==> src/rtl/spi_reg_pkg.sv <==
package spi_reg_pkg;
    typedef enum logic [1:0] {
        PH_CMD = 2'd0,
        PH_WR  = 2'd1,
        PH_RD  = 2'd2
    } phase_e;
endpackage

==> src/rtl/spi_sync.sv <==
module spi_sync #(
    parameter int unsigned W = 3,
    parameter logic [W-1:0] RST_VAL = '0
) (
    input  logic         clk,
    input  logic         rst_n,
    input  logic [W-1:0] async_i,
    output logic [W-1:0] sync_o
);
    for (genvar i = 0; i < W; i++) begin : g_bit
        logic s1_q, s2_q;
        always_ff @(posedge clk or negedge rst_n) begin
            if (!rst_n) begin
                s1_q <= RST_VAL[i];
                s2_q <= RST_VAL[i];
            end else begin
                s1_q <= async_i[i];
                s2_q <= s1_q;
            end
        end
        assign sync_o[i] = s2_q;
    end
endmodule

==> src/rtl/spi_regbank.sv <==
module spi_regbank #(
    parameter int unsigned ADDR_W = 6,
    parameter int unsigned BYTE_W = 8
) (
    input  logic              clk,
    input  logic              rst_n,
    input  logic              wr_en,
    input  logic [ADDR_W-1:0] wr_addr,
    input  logic [BYTE_W-1:0] wr_data,
    input  logic [ADDR_W-1:0] spi_addr,
    output logic [BYTE_W-1:0] spi_rdata,
    input  logic [ADDR_W-1:0] sys_addr,
    output logic [BYTE_W-1:0] sys_rdata
);
    localparam int unsigned DEPTH = 1 << ADDR_W;

    logic [BYTE_W-1:0] mem_d [DEPTH];
    logic [BYTE_W-1:0] mem_q [DEPTH];

    always_comb begin
        mem_d = mem_q;
        if (wr_en) mem_d[wr_addr] = wr_data;
    end

    always_ff @(posedge clk or negedge rst_n) begin
        if (!rst_n) mem_q <= '{default: '0};
        else        mem_q <= mem_d;
    end

    assign spi_rdata = mem_q[spi_addr];
    assign sys_rdata = mem_q[sys_addr];
endmodule

==> src/rtl/spi_byte_engine.sv <==
module spi_byte_engine
    import spi_reg_pkg::*;
#(
    parameter int unsigned ADDR_W = 6,
    parameter int unsigned BYTE_W = 8
) (
    input  logic              clk,
    input  logic              rst_n,
    input  logic              sclk_s,
    input  logic              mosi_s,
    input  logic              cs_n_s,
    input  logic [BYTE_W-1:0] rd_data,
    output logic              miso,
    output logic              wr_en,
    output logic [BYTE_W-1:0] wr_data,
    output logic [ADDR_W-1:0] cur_addr,
    output logic              cs_act,
    output phase_e            phase
);
    localparam int unsigned CNT_W = $clog2(BYTE_W);
    localparam logic [CNT_W-1:0] LAST_BIT = CNT_W'(BYTE_W - 1);

    typedef struct packed {
        phase_e            phase;
        logic [CNT_W-1:0]  cnt;
        logic [BYTE_W-1:0] rx;
        logic [BYTE_W-1:0] tx;
        logic [ADDR_W-1:0] addr;
        logic              sclk_prev;
    } eng_t;

    eng_t st_d, st_q;
    logic rise, fall;
    logic [BYTE_W-1:0] byte_full;

    always_comb begin
        st_d      = st_q;
        wr_en     = 1'b0;
        rise      = sclk_s & ~st_q.sclk_prev;
        fall      = ~sclk_s & st_q.sclk_prev;
        byte_full = {st_q.rx[BYTE_W-2:0], mosi_s};
        st_d.sclk_prev = sclk_s;
        if (cs_n_s) begin
            st_d.phase = PH_CMD;
            st_d.cnt   = '0;
            st_d.rx    = '0;
            st_d.tx    = '0;
        end else if (rise) begin
            st_d.rx  = byte_full;
            st_d.cnt = st_q.cnt + 1'b1;
            if (st_q.cnt == LAST_BIT) begin
                unique case (st_q.phase)
                    PH_CMD: begin
                        st_d.addr  = byte_full[ADDR_W-1:0];
                        st_d.phase = byte_full[BYTE_W-1] ? PH_RD : PH_WR;
                    end
                    PH_WR: begin
                        wr_en     = 1'b1;
                        st_d.addr = st_q.addr + 1'b1;
                    end
                    default: ;
                endcase
            end
        end else if (fall) begin
            if (st_q.phase == PH_RD && st_q.cnt == '0) begin
                st_d.tx   = rd_data;
                st_d.addr = st_q.addr + 1'b1;
            end else begin
                st_d.tx = {st_q.tx[BYTE_W-2:0], 1'b0};
            end
        end
    end

    always_ff @(posedge clk or negedge rst_n) begin
        if (!rst_n) st_q <= '{phase: PH_CMD, default: '0};
        else        st_q <= st_d;
    end

    assign miso     = st_q.tx[BYTE_W-1];
    assign wr_data  = byte_full;
    assign cur_addr = st_q.addr;
    assign cs_act   = ~cs_n_s;
    assign phase    = st_q.phase;
endmodule

==> src/rtl/spi_regfile_slave.sv <==
module spi_regfile_slave
    import spi_reg_pkg::*;
#(
    parameter int unsigned ADDR_W = 6,
    parameter int unsigned BYTE_W = 8
) (
    input  logic              clk,
    input  logic              rst_n,
    input  logic              sclk,
    input  logic              mosi,
    input  logic              cs_n,
    output logic              miso,
    input  logic [ADDR_W-1:0] sys_raddr,
    output logic [BYTE_W-1:0] sys_rdata
);
    logic [2:0]        pins_s;
    logic              wr_en;
    logic [BYTE_W-1:0] wr_data;
    logic [BYTE_W-1:0] spi_rdata;
    logic [ADDR_W-1:0] cur_addr;
    logic              cs_act;
    phase_e            phase;

    spi_sync #(.W(3), .RST_VAL(3'b001)) u_sync (
        .clk     (clk),
        .rst_n   (rst_n),
        .async_i ({sclk, mosi, cs_n}),
        .sync_o  (pins_s)
    );

    spi_byte_engine #(.ADDR_W(ADDR_W), .BYTE_W(BYTE_W)) u_eng (
        .clk      (clk),
        .rst_n    (rst_n),
        .sclk_s   (pins_s[2]),
        .mosi_s   (pins_s[1]),
        .cs_n_s   (pins_s[0]),
        .rd_data  (spi_rdata),
        .miso     (miso),
        .wr_en    (wr_en),
        .wr_data  (wr_data),
        .cur_addr (cur_addr),
        .cs_act   (cs_act),
        .phase    (phase)
    );

    spi_regbank #(.ADDR_W(ADDR_W), .BYTE_W(BYTE_W)) u_bank (
        .clk       (clk),
        .rst_n     (rst_n),
        .wr_en     (wr_en),
        .wr_addr   (cur_addr),
        .wr_data   (wr_data),
        .spi_addr  (cur_addr),
        .spi_rdata (spi_rdata),
        .sys_addr  (sys_raddr),
        .sys_rdata (sys_rdata)
    );
endmodule

==> config.mk <==
export PLATFORM = sky130hd
export DESIGN_NAME = spi_regfile_slave
export DESIGN_NICKNAME = d
export VERILOG_FILES = /design/src/rtl/spi_reg_pkg.sv /design/src/rtl/spi_sync.sv /design/src/rtl/spi_regbank.sv /design/src/rtl/spi_byte_engine.sv /design/src/rtl/spi_regfile_slave.sv
export SDC_FILE = /design/constraint.sdc
export NUM_CORES = 1
export LEC_CHECK = 0
export BUFFER_PORTS_ARGS = -buffer_cell sky130_fd_sc_hd__buf_4
export CORE_UTILIZATION = 30
export CTS_BUF_LIST = sky130_fd_sc_hd__clkbuf_4 sky130_fd_sc_hd__clkbuf_8
export CTS_CLUSTER_DIAMETER = 50
export DETAILED_ROUTE_END_ITERATION = 16
export PLACE_DENSITY = 0.41
export RECOVER_POWER = 25
export SLEW_MARGIN = 20
export SYNTH_ARGS = -nofsm -noshare
export SYNTH_HDL_FRONTEND = slang
export SYNTH_SLANG_ARGS = --single-unit
==> constraint.sdc <==
create_clock -name clk -period 2.65 [get_ports clk]
set_input_delay 0.3975 -clock clk [delete_from_list [all_inputs] [get_ports clk]]
set_output_delay 0.3975 -clock clk [all_outputs]
set_load 0.05 [all_outputs]
Yosys cells after proc, flatten, opt, wreduce, memory -nomap -nowiden --
Cells that the tools add are included.
Cells by class: $lt $le $gt $ge 3, reductions and logical operators 13, multiplexer cells 25, bitwise logic cells 7, $add $sub $neg 2, equal/unequal tests 6
Operators by type and width (number):
- $bwmux W512 | 1
- $bmux W8 S6 | 2
- $mux W8 | 7
- $demux W8 S6 | 1
- $mux W21 | 1
- $mux W6 | 3
- $ge A7 B7 Y1 const B | 2
- $mux W14 | 1
- $not A6 Y7 | 2
- $mux W13 | 1
- $pmux W6 S2 | 1
- $reduce_bool A2 Y1 | 6
- $lt A7 B1 Y1 const B | 1
- $add A6 B1 Y6 const B | 1
- $mux W2 | 3
- $reduce_and A5 Y1 | 1
- $mux W1 | 4
- $ne A2 B2 Y1 const B | 2
- $add A3 B1 Y3 const B | 1
- $eq A3 B3 Y1 const B | 1
- $logic_not A3 Y1 | 1
- $ne A3 B3 Y1 const B | 1
- $not A1 Y1 | 3
- $reduce_and A3 Y1 | 1
- other kinds (6) | 8
Word-level totals: word-level logic and storage cells 132, flip-flop bits (word level) 545, output and inout port bits 9, bits of input ports 11

Depth between registers and ports, before layout --
Gate-level depths: netlist of the first run.
depth after elaboration 8, depth in mapped cells 10

Hierarchy --
Synthesis of the first run repeated with hierarchy kept, for this count alone.
Unflattened totals: cells, all modules 1989, area, all modules 29547.1 um2
By module, submodules not included:
- spi_regbank | times used 1, cells each 1832, area each 27849.2 um2
- spi_byte_engine | times used 1, cells each 148, area each 1522.7 um2
- spi_sync | times used 1, cells each 9, area each 175.2 um2

Worst setup path after synthesis of the first run --
OpenSTA, ideal clock, no wires.
kind input to output, start point input sys_raddr[1], end point output sys_rdata[0], required time 2.253 ns, stages 6, arrival 2.624 ns, slack -0.371 ns, cells stage by stage buf_4 > clkbuf_1 > mux4_2 > mux4_2 > mux2i_1 > a211oi_1
Between the ends: word-level cells in the longest chain between the ends 4
Ends and longest elaborated chain:
- start: declaration | RTL line spi_regfile_slave.sv:13 | input logic [ADDR_W-1:0] sys_raddr,
- $not A6 Y7 (implied by the code) | RTL line spi_regbank.sv:31 | assign sys_rdata = mem_q[sys_addr];
- $bmux W8 S6 | RTL line spi_regbank.sv:31
- $mux W8 (implied by the code) (2 in series) | RTL line spi_regbank.sv:31
- end: declaration | RTL line spi_regfile_slave.sv:14 | output logic [BYTE_W-1:0] sys_rdata
No other way between the ends. The select of a mux whose other input is x is not followed.

Worst setup path after layout of the first run --
start point register u_bank.mem_q[109] (netlist bit), end point output sys_rdata[5]
Between the ends: word-level cells in the longest chain between the ends 3
Ends and longest elaborated chain:
- start: declaration | RTL line spi_regbank.sv:18 | logic [BYTE_W-1:0] mem_q [DEPTH];
- start signal: assignment | RTL line spi_regbank.sv:27 | else mem_q <= mem_d;
- $bmux W8 S6 | RTL line spi_regbank.sv:31
- $mux W8 (implied by the code) (2 in series) | RTL line spi_regbank.sv:31
No other way between the ends. The select of a mux whose other input is x is not followed.

==> results of run 1 <==
==> worst paths after layout <==
check	slack, ns	to	start	cells after the start
max	-0.65	sys_rdata[5]	u_bank.mem_q[109]$_DFFE_PN0P_	5
min	0.31	u_sync.g_bit[2].s1_q$_DFF_PN0_	sclk	2
max reg2reg	0	u_eng.st_q[12]$_DFFE_PN0P_	u_eng.cur_addr[2]$_DFFE_PN0P_	8
min reg2reg	0.35	u_sync.g_bit[1].s2_q$_DFF_PN0_	u_sync.g_bit[1].s1_q$_DFF_PN0_	0
max in group asynchronous	0.04	u_bank.mem_q[499]$_DFFE_PN0P_	rst_n	3
min in group asynchronous	0.70	u_bank.mem_q[22]$_DFFE_PN0P_	rst_n	2
==> critical path, stage by stage, from the launching register on <==
cell and delay [ns]:
dfrtp_1 0.40, mux4_2 0.49, mux4_2 0.54, mux2i_4 0.37
a211oi_4 0.14, buf_6 0.18
==> sequential cells by signal, summed over array words and instances, names as in the netlist <==
signal             count
u_bank.mem_q         512
u_eng.cur_addr         6
u_eng.miso             1
u_eng.phase            2
u_eng.st_q            11
u_eng.wr_data          7
u_sync.g_bit.s1_q      3
u_sync.g_bit.s2_q      3
==> cells in the mapped netlist, drive strengths merged, types with 5 or more instances <==
library cell | n | area [µm²]
a211oi | 14 | 105
a21oi | 16 | 80.1
a221oi | 55 | 482
a22oi | 52 | 390
a31oi | 6 | 37.5
a32oi | 5 | 43.8
and2 | 7 | 43.8
and3 | 6 | 37.5
buf | 82 | 457
clkbuf | 95 | 357
dfrtp | 543 | 13600
ha | 6 | 75.1
inv | 8 | 30.0
mux2 | 522 | 5880
mux2i | 117 | 1170
mux4 | 199 | 4480
nand2 | 69 | 324
nand3 | 26 | 150
nor2 | 88 | 425
nor2b | 15 | 93.8
nor3 | 11 | 77.6
o2111ai | 8 | 70.1
o21ai | 33 | 165
o22a | 6 | 52.6
o22ai | 19 | 119
==> where the power goes <==
group	switching [mW]	internal (mW)	total, mW	leakage (nW)
Sequential	0.0186	8.34	8.36	7.58
Combinational	0.497	0.261	0.758	7.44
Clock	4.03	5.97	10.0	1.35
Total	4.55	14.6	19.1	16.4
==> placed cells by master (no fill, tap or decap), types with 19 or more instances in the layout <==
cell,synthesis,layout
a221oi_1,55,55
mux2i_1,117,112
mux2_2,516,516
nand3_1,22,21
nor2_2,35,34
a22oi_1,52,46
nor2_1,52,51
nand2_2,26,26
buf_4,12,263
dfrtp_1,543,532
o22ai_1,19,19
clkbuf_4,0,40
o21ai_0,33,28
clkbuf_8,0,147
nand2_1,43,38
buf_12,0,74
mux4_2,199,199
==> cell families (layout without fill, tap and decap cells) <==
logic type               count (synthesis)  count (layout)  share of synthesized area [%]
AO/OA/AOI/OAI                          240             240                           6.06
flip-flops                             545             545                           46.7
other                                    0               2                              0
multiplexers                           838             838                           39.5
XOR/XNOR                                 1               1                         0.0300
adder cells (fa/ha/maj)                  6               6                          0.257
AND/OR/NAND/NOR                        244             244                           4.55
buffers and inverters                  185             579                           2.89
==> area by class of cell <==
cell class | instances | area [µm²] | area share [%]
Inverter | 8 | 33.8 | 0.0923
Multi-Input combinational cell | 1329 | 15000 | 40.9
Timing Repair Buffer | 365 | 3750 | 10.2
Tap cell | 1276 | 1600 | 4.36
Clock inverter | 26 | 315 | 0.861
Sequential cell | 545 | 13700 | 37.3
Clock buffer | 180 | 2260 | 6.17
Antenna cell | 2 | 5.00 | 0.0137
==> stage by stage <==
stage / total power [mW] / util, % / cells / setup TNS, ns / hold WS [ns]
2_1_floorplan: 8.80 / - / 2059 / 0 / 0.102
3_3_place_gp: 9.25 / 34.8 / 3503 / -13.67 / 0.293
3_5_place_dp: 9.26 / 34.8 / 3503 / -12.95 / 0.289
4_1_cts: 19.4 / 37.9 / 3724 / -4.49 / 0.0765
5_1_grt: 19.8 / 37.9 / 3730 / -42.58 / 0.261
6_report: 19.1 / 37.9 / 3731 / -4.21 / 0.308
==> metal layers <==
layer  part of all wire [%]  vias up  global-route usage [%]
met1                     44    11400                    31.9
li1                       -     8618                       -
met2                     47      700                    37.3
met3                    5.1      201                    4.12
met4                    3.4        2                    8.16
met5                 0.0061        -                       0
==> what timing repair did <==
item / 4_1_cts / 5_1_grt
setup buffers: 12 / 5
pin swaps: 16 / 6
resized for setup: 51 / 18
endpoints found under the setup margin: 76 / 41
endpoints found under the hold margin: 545 / 0
hold buffers: 4 / 0
==> flow_summary.ini, run 1 <==
[place]
port_buffers = 19
dpl_cell_area_mm2 = 0.0336
pre_cts_slack_ns = -0.754
dp_hpwl_mm = 79.6
place.gp.congestion = 0.947

[yosys]
synth_fp_nets = 2076
synth_area_per_cell_um2 = 14.2
synth_edf_count = 0
ys_warn_count = 0
synth_ff_type = dfrtp_1
syn_area_mm2 = 0.0292
netlist_instances = 2059
yosysSeqAreaShare_pct = 46.7
async_flop_share_pct = 100
synth_cell_types = 62
ys_ff_latch = 545

[detailed_routing]
viasPerCell = 5.60
drt_iter0_markers = 1549
drc_errors = 0
postRouteAntennaNets = 0
drtPass1Iterations = 6
num_vias = 20900
wl_per_cell_um = 30.8
wirelength_mm = 115

[global_route]
grt_antenna_before_repair = 2
first_global_vias = 21900
overflow = 0
grt_max_degree = 111
grt_usage_pct = 23.4
grt_pass1_wl_mm = 165

[clock_network]
htreeDepth = 3
clk_latency_ns = 0.78
cts_tree = done
clk_pin_slew_ns = 0.06
cts_buffers = 112
cts.sinks = 545
clock-root-buffer = clkbuf_8
clock_path_buffers = 3

[layout]
area_delta_synth_final_pct = 25.4
fillCellCount = 9133
postLayoutCellArea_mm2 = 0.0366
drive_gt1_share_pct = 57.5
nets = 2378

[die]
num_rows = 114
die_area_mm2 = 0.0986
die_width_um = 314
initial_core_util_pct = 30.2
core_area_mm2 = 0.0966
io_pins = 20
die_y_um = 314

[power_and_ir_drop]
ir_drop_mv = 0.331
power.leakage_nw = 16.4
powerDensity_mw_per_mm2 = 522

[sta]
max_freq_ghz = 0.303
fin_ws_ns = -0.648
final.setup_skew_ns = 0.0532
slew_viol_final = 24
grt_setup_unrepaired = true
period_minus_slack_ns = 3.30
setup_violations = 9
hold_viol = 0
period_share_pct = 124
relSlewSlack_pct = -20.3
worst_pin_slew_ns = 1.80

[setup_path]
cp.required_ns = 2.25
critPathCaptureType = output pin
worst-path-max-fanout = 3
critPathKind = register to output pin
crit_path_start_kind = register
cp.arrival_ns = 2.90

[run_status]
violations = max-capacitance violations, max-slew violations, negative setup slack
status = finished with violations

[min_path]
hold_path_class = input port to register

[flow_run]
maxCapViolCount = 1
Note: power is estimated with default switching activity, not from simulation.
==> inputs of run 2 (changes only) <==
--- a/config.mk
+++ b/config.mk
@@ -12,6 +12,7 @@
 export DETAILED_ROUTE_END_ITERATION = 16
 export PLACE_DENSITY = 0.41
 export RECOVER_POWER = 25
+export REMOVE_ABC_BUFFERS = 1
 export SLEW_MARGIN = 20
 export SYNTH_ARGS = -nofsm -noshare
 export SYNTH_HDL_FRONTEND = slang
==> run 2 against run 1 <==
The flow still finishes with violations (max-capacitance violations, max-slew violations, negative setup slack). Count of clock-buffer cells in the layout decreased by 15. Global-route usage decreased by 0.086 points. Hold slack improved by 0.016 ns. Clock skew decreased by 0.025 ns. Critical path depth increased by 1. Sequential cell count unchanged.
==> flow_summary.ini, run 2 (synthesis gave the netlist of run 1 again) <==
[die]
die_width_um = 314
die_y_um = 314
io_pins = 20
num_rows = 114
die_area_mm2 = 0.0986
core_area_mm2 = 0.0966
initial_core_util_pct = 30.2

[global_route]
grt_max_degree = 74
grt_antenna_before_repair = 3
overflow = 0
grt_pass1_wl_mm = 165
grt_usage_pct = 23.3
first_global_vias = 22000

[place]
dp_hpwl_mm = 79.4
dpl_cell_area_mm2 = 0.0338
port_buffers = 19
pre_cts_slack_ns = -0.510
place.gp.congestion = 0.899
dp.cells = 3518

[sta]
period_share_pct = 121
hold_viol = 0
grt_setup_unrepaired = true
period_minus_slack_ns = 3.21
relSlewSlack_pct = -19.5
fin_ws_ns = -0.557
worst_pin_slew_ns = 1.79
slew_viol_final = 50
setup_violations = 8
max_freq_ghz = 0.312
final.setup_skew_ns = 0.0281

[run_status]
violations = max-capacitance violations, max-slew violations, negative setup slack
status = finished with violations

[layout]
final_common_cell = dfrtp_1
area_delta_synth_final_pct = 25.3
fin_cells = 3740
ff_latch_area_mm2 = 0.0137
regMostFlops = u_bank.mem_q
utilization_pct = 37.9
postLayoutCellArea_mm2 = 0.0366
largest_reg_flops = 512
multi_input_area_mm2 = 0.0149
nets = 2399
layout_common_cells = 532 x dfrtp_1, 516 x mux2_2, 275 x buf_4
drive_gt1_share_pct = 57.0
fillCellCount = 9212

[detailed_routing]
drtPass1Iterations = 5
drc_errors = 0
num_vias = 20800
viasPerCell = 5.55
postRouteAntennaNets = 0
wirelength_mm = 113
drt_iter0_markers = 1475
wl_per_cell_um = 30.3

[setup_path]
critPathSlowestCell = mux4_2
cp.required_ns = 2.25
crit_path_frequent_cell = mux4_2
critPathKind = register to output pin
crit_path_cell_trace = mux4_2 -> mux4_2 -> a22oi_2 -> buf_6 -> nand2_4 -> buf_8
worst-path-max-fanout = 3
crit_path_start_kind = register
rr_worst_depth = 9
critPathCaptureType = output pin
cp.arrival_ns = 2.81
worst_path_largest_cell_delay_ns = 0.60

[min_path]
hold_path_class = input port to register
hold-path-cell-count = 2

[power_and_ir_drop]
fin_total_pwr_mw = 18.4
powerDensity_mw_per_mm2 = 503
ir_drop_mv = 0.284
power.leakage_nw = 16.4

[clock_network]
clk_latency_ns = 0.75
clock-root-buffer = clkbuf_8
cts.sinks = 545
cts_tree = done
clock_path_buffers = 3
clk_pin_slew_ns = 0.05
cts_buffers = 108
htreeDepth = 3

[flow_run]
maxCapViolCount = 1
## run 2: area by class of cell
type | count | area share (%)
Sequential cell | 545 | 37.3
Multi-Input combinational cell | 1329 | 40.8
Antenna cell | 1 | 0.00684
Clock buffer | 165 | 5.63
Timing Repair Buffer | 390 | 11.0
Clock inverter | 26 | 0.759
Inverter | 8 | 0.0821
Tap cell | 1276 | 4.36
## run 2: routing by layer
metal  GRT usage, %  part of all wire [%]
met1           32.3                    45
met2           37.7                    47
met3           3.07                   4.6
met4           7.44                   2.8
met5              0                     0
## run 2: worst paths after layout
check,startpoint,end,slack [ns]
max,u_bank.mem_q[274]$_DFFE_PN0P_,sys_rdata[2],-0.56
max in group asynchronous,rst_n,u_bank.mem_q[279]$_DFFE_PN0P_,0.17
max reg2reg,u_eng.cur_addr[1]$_DFFE_PN0P_,u_eng.st_q[10]$_DFFE_PN0P_,0.05
min,sclk,u_sync.g_bit[2].s1_q$_DFF_PN0_,0.32
min in group asynchronous,rst_n,u_bank.mem_q[50]$_DFFE_PN0P_,0.69
min reg2reg,u_sync.g_bit[1].s1_q$_DFF_PN0_,u_sync.g_bit[1].s2_q$_DFF_PN0_,0.35
## run 2: report_power, final
part	internal [mW]	switching, mW
clock	5.40	3.89
sequential	8.34	0.0248
combinational	0.263	0.488
total	14.0	4.40
## run 2: through the flow
stage	TNS (ns)	hold WS, ns
after floorplan	-1392.16	0.102
after global placement	-53.78	0.335
after detailed placement	-53.00	0.336
after CTS	-4.70	0.188
after global routing	-13.67	0.309
final	-4.13	0.325
## run 2: what timing repair did
action | 4_1_cts | 5_1_grt
pin swaps | 12 | 1
hold endpoints to repair | 35 | 0
gates resized for setup | 39 | 18
setup buffers | 23 | 3
setup endpoints to repair | 146 | 33
hold buffers | 4 | 0
## run 2: critical path, delay by kind of cell (launching register included)
kind,cells,cell delay [ns]
AND/OR/NAND/NOR,1,0.06
flip-flops,1,0.41
buffers and inverters,2,0.31
AO/OA/AOI/OAI,1,0.24
multiplexers,2,1.06
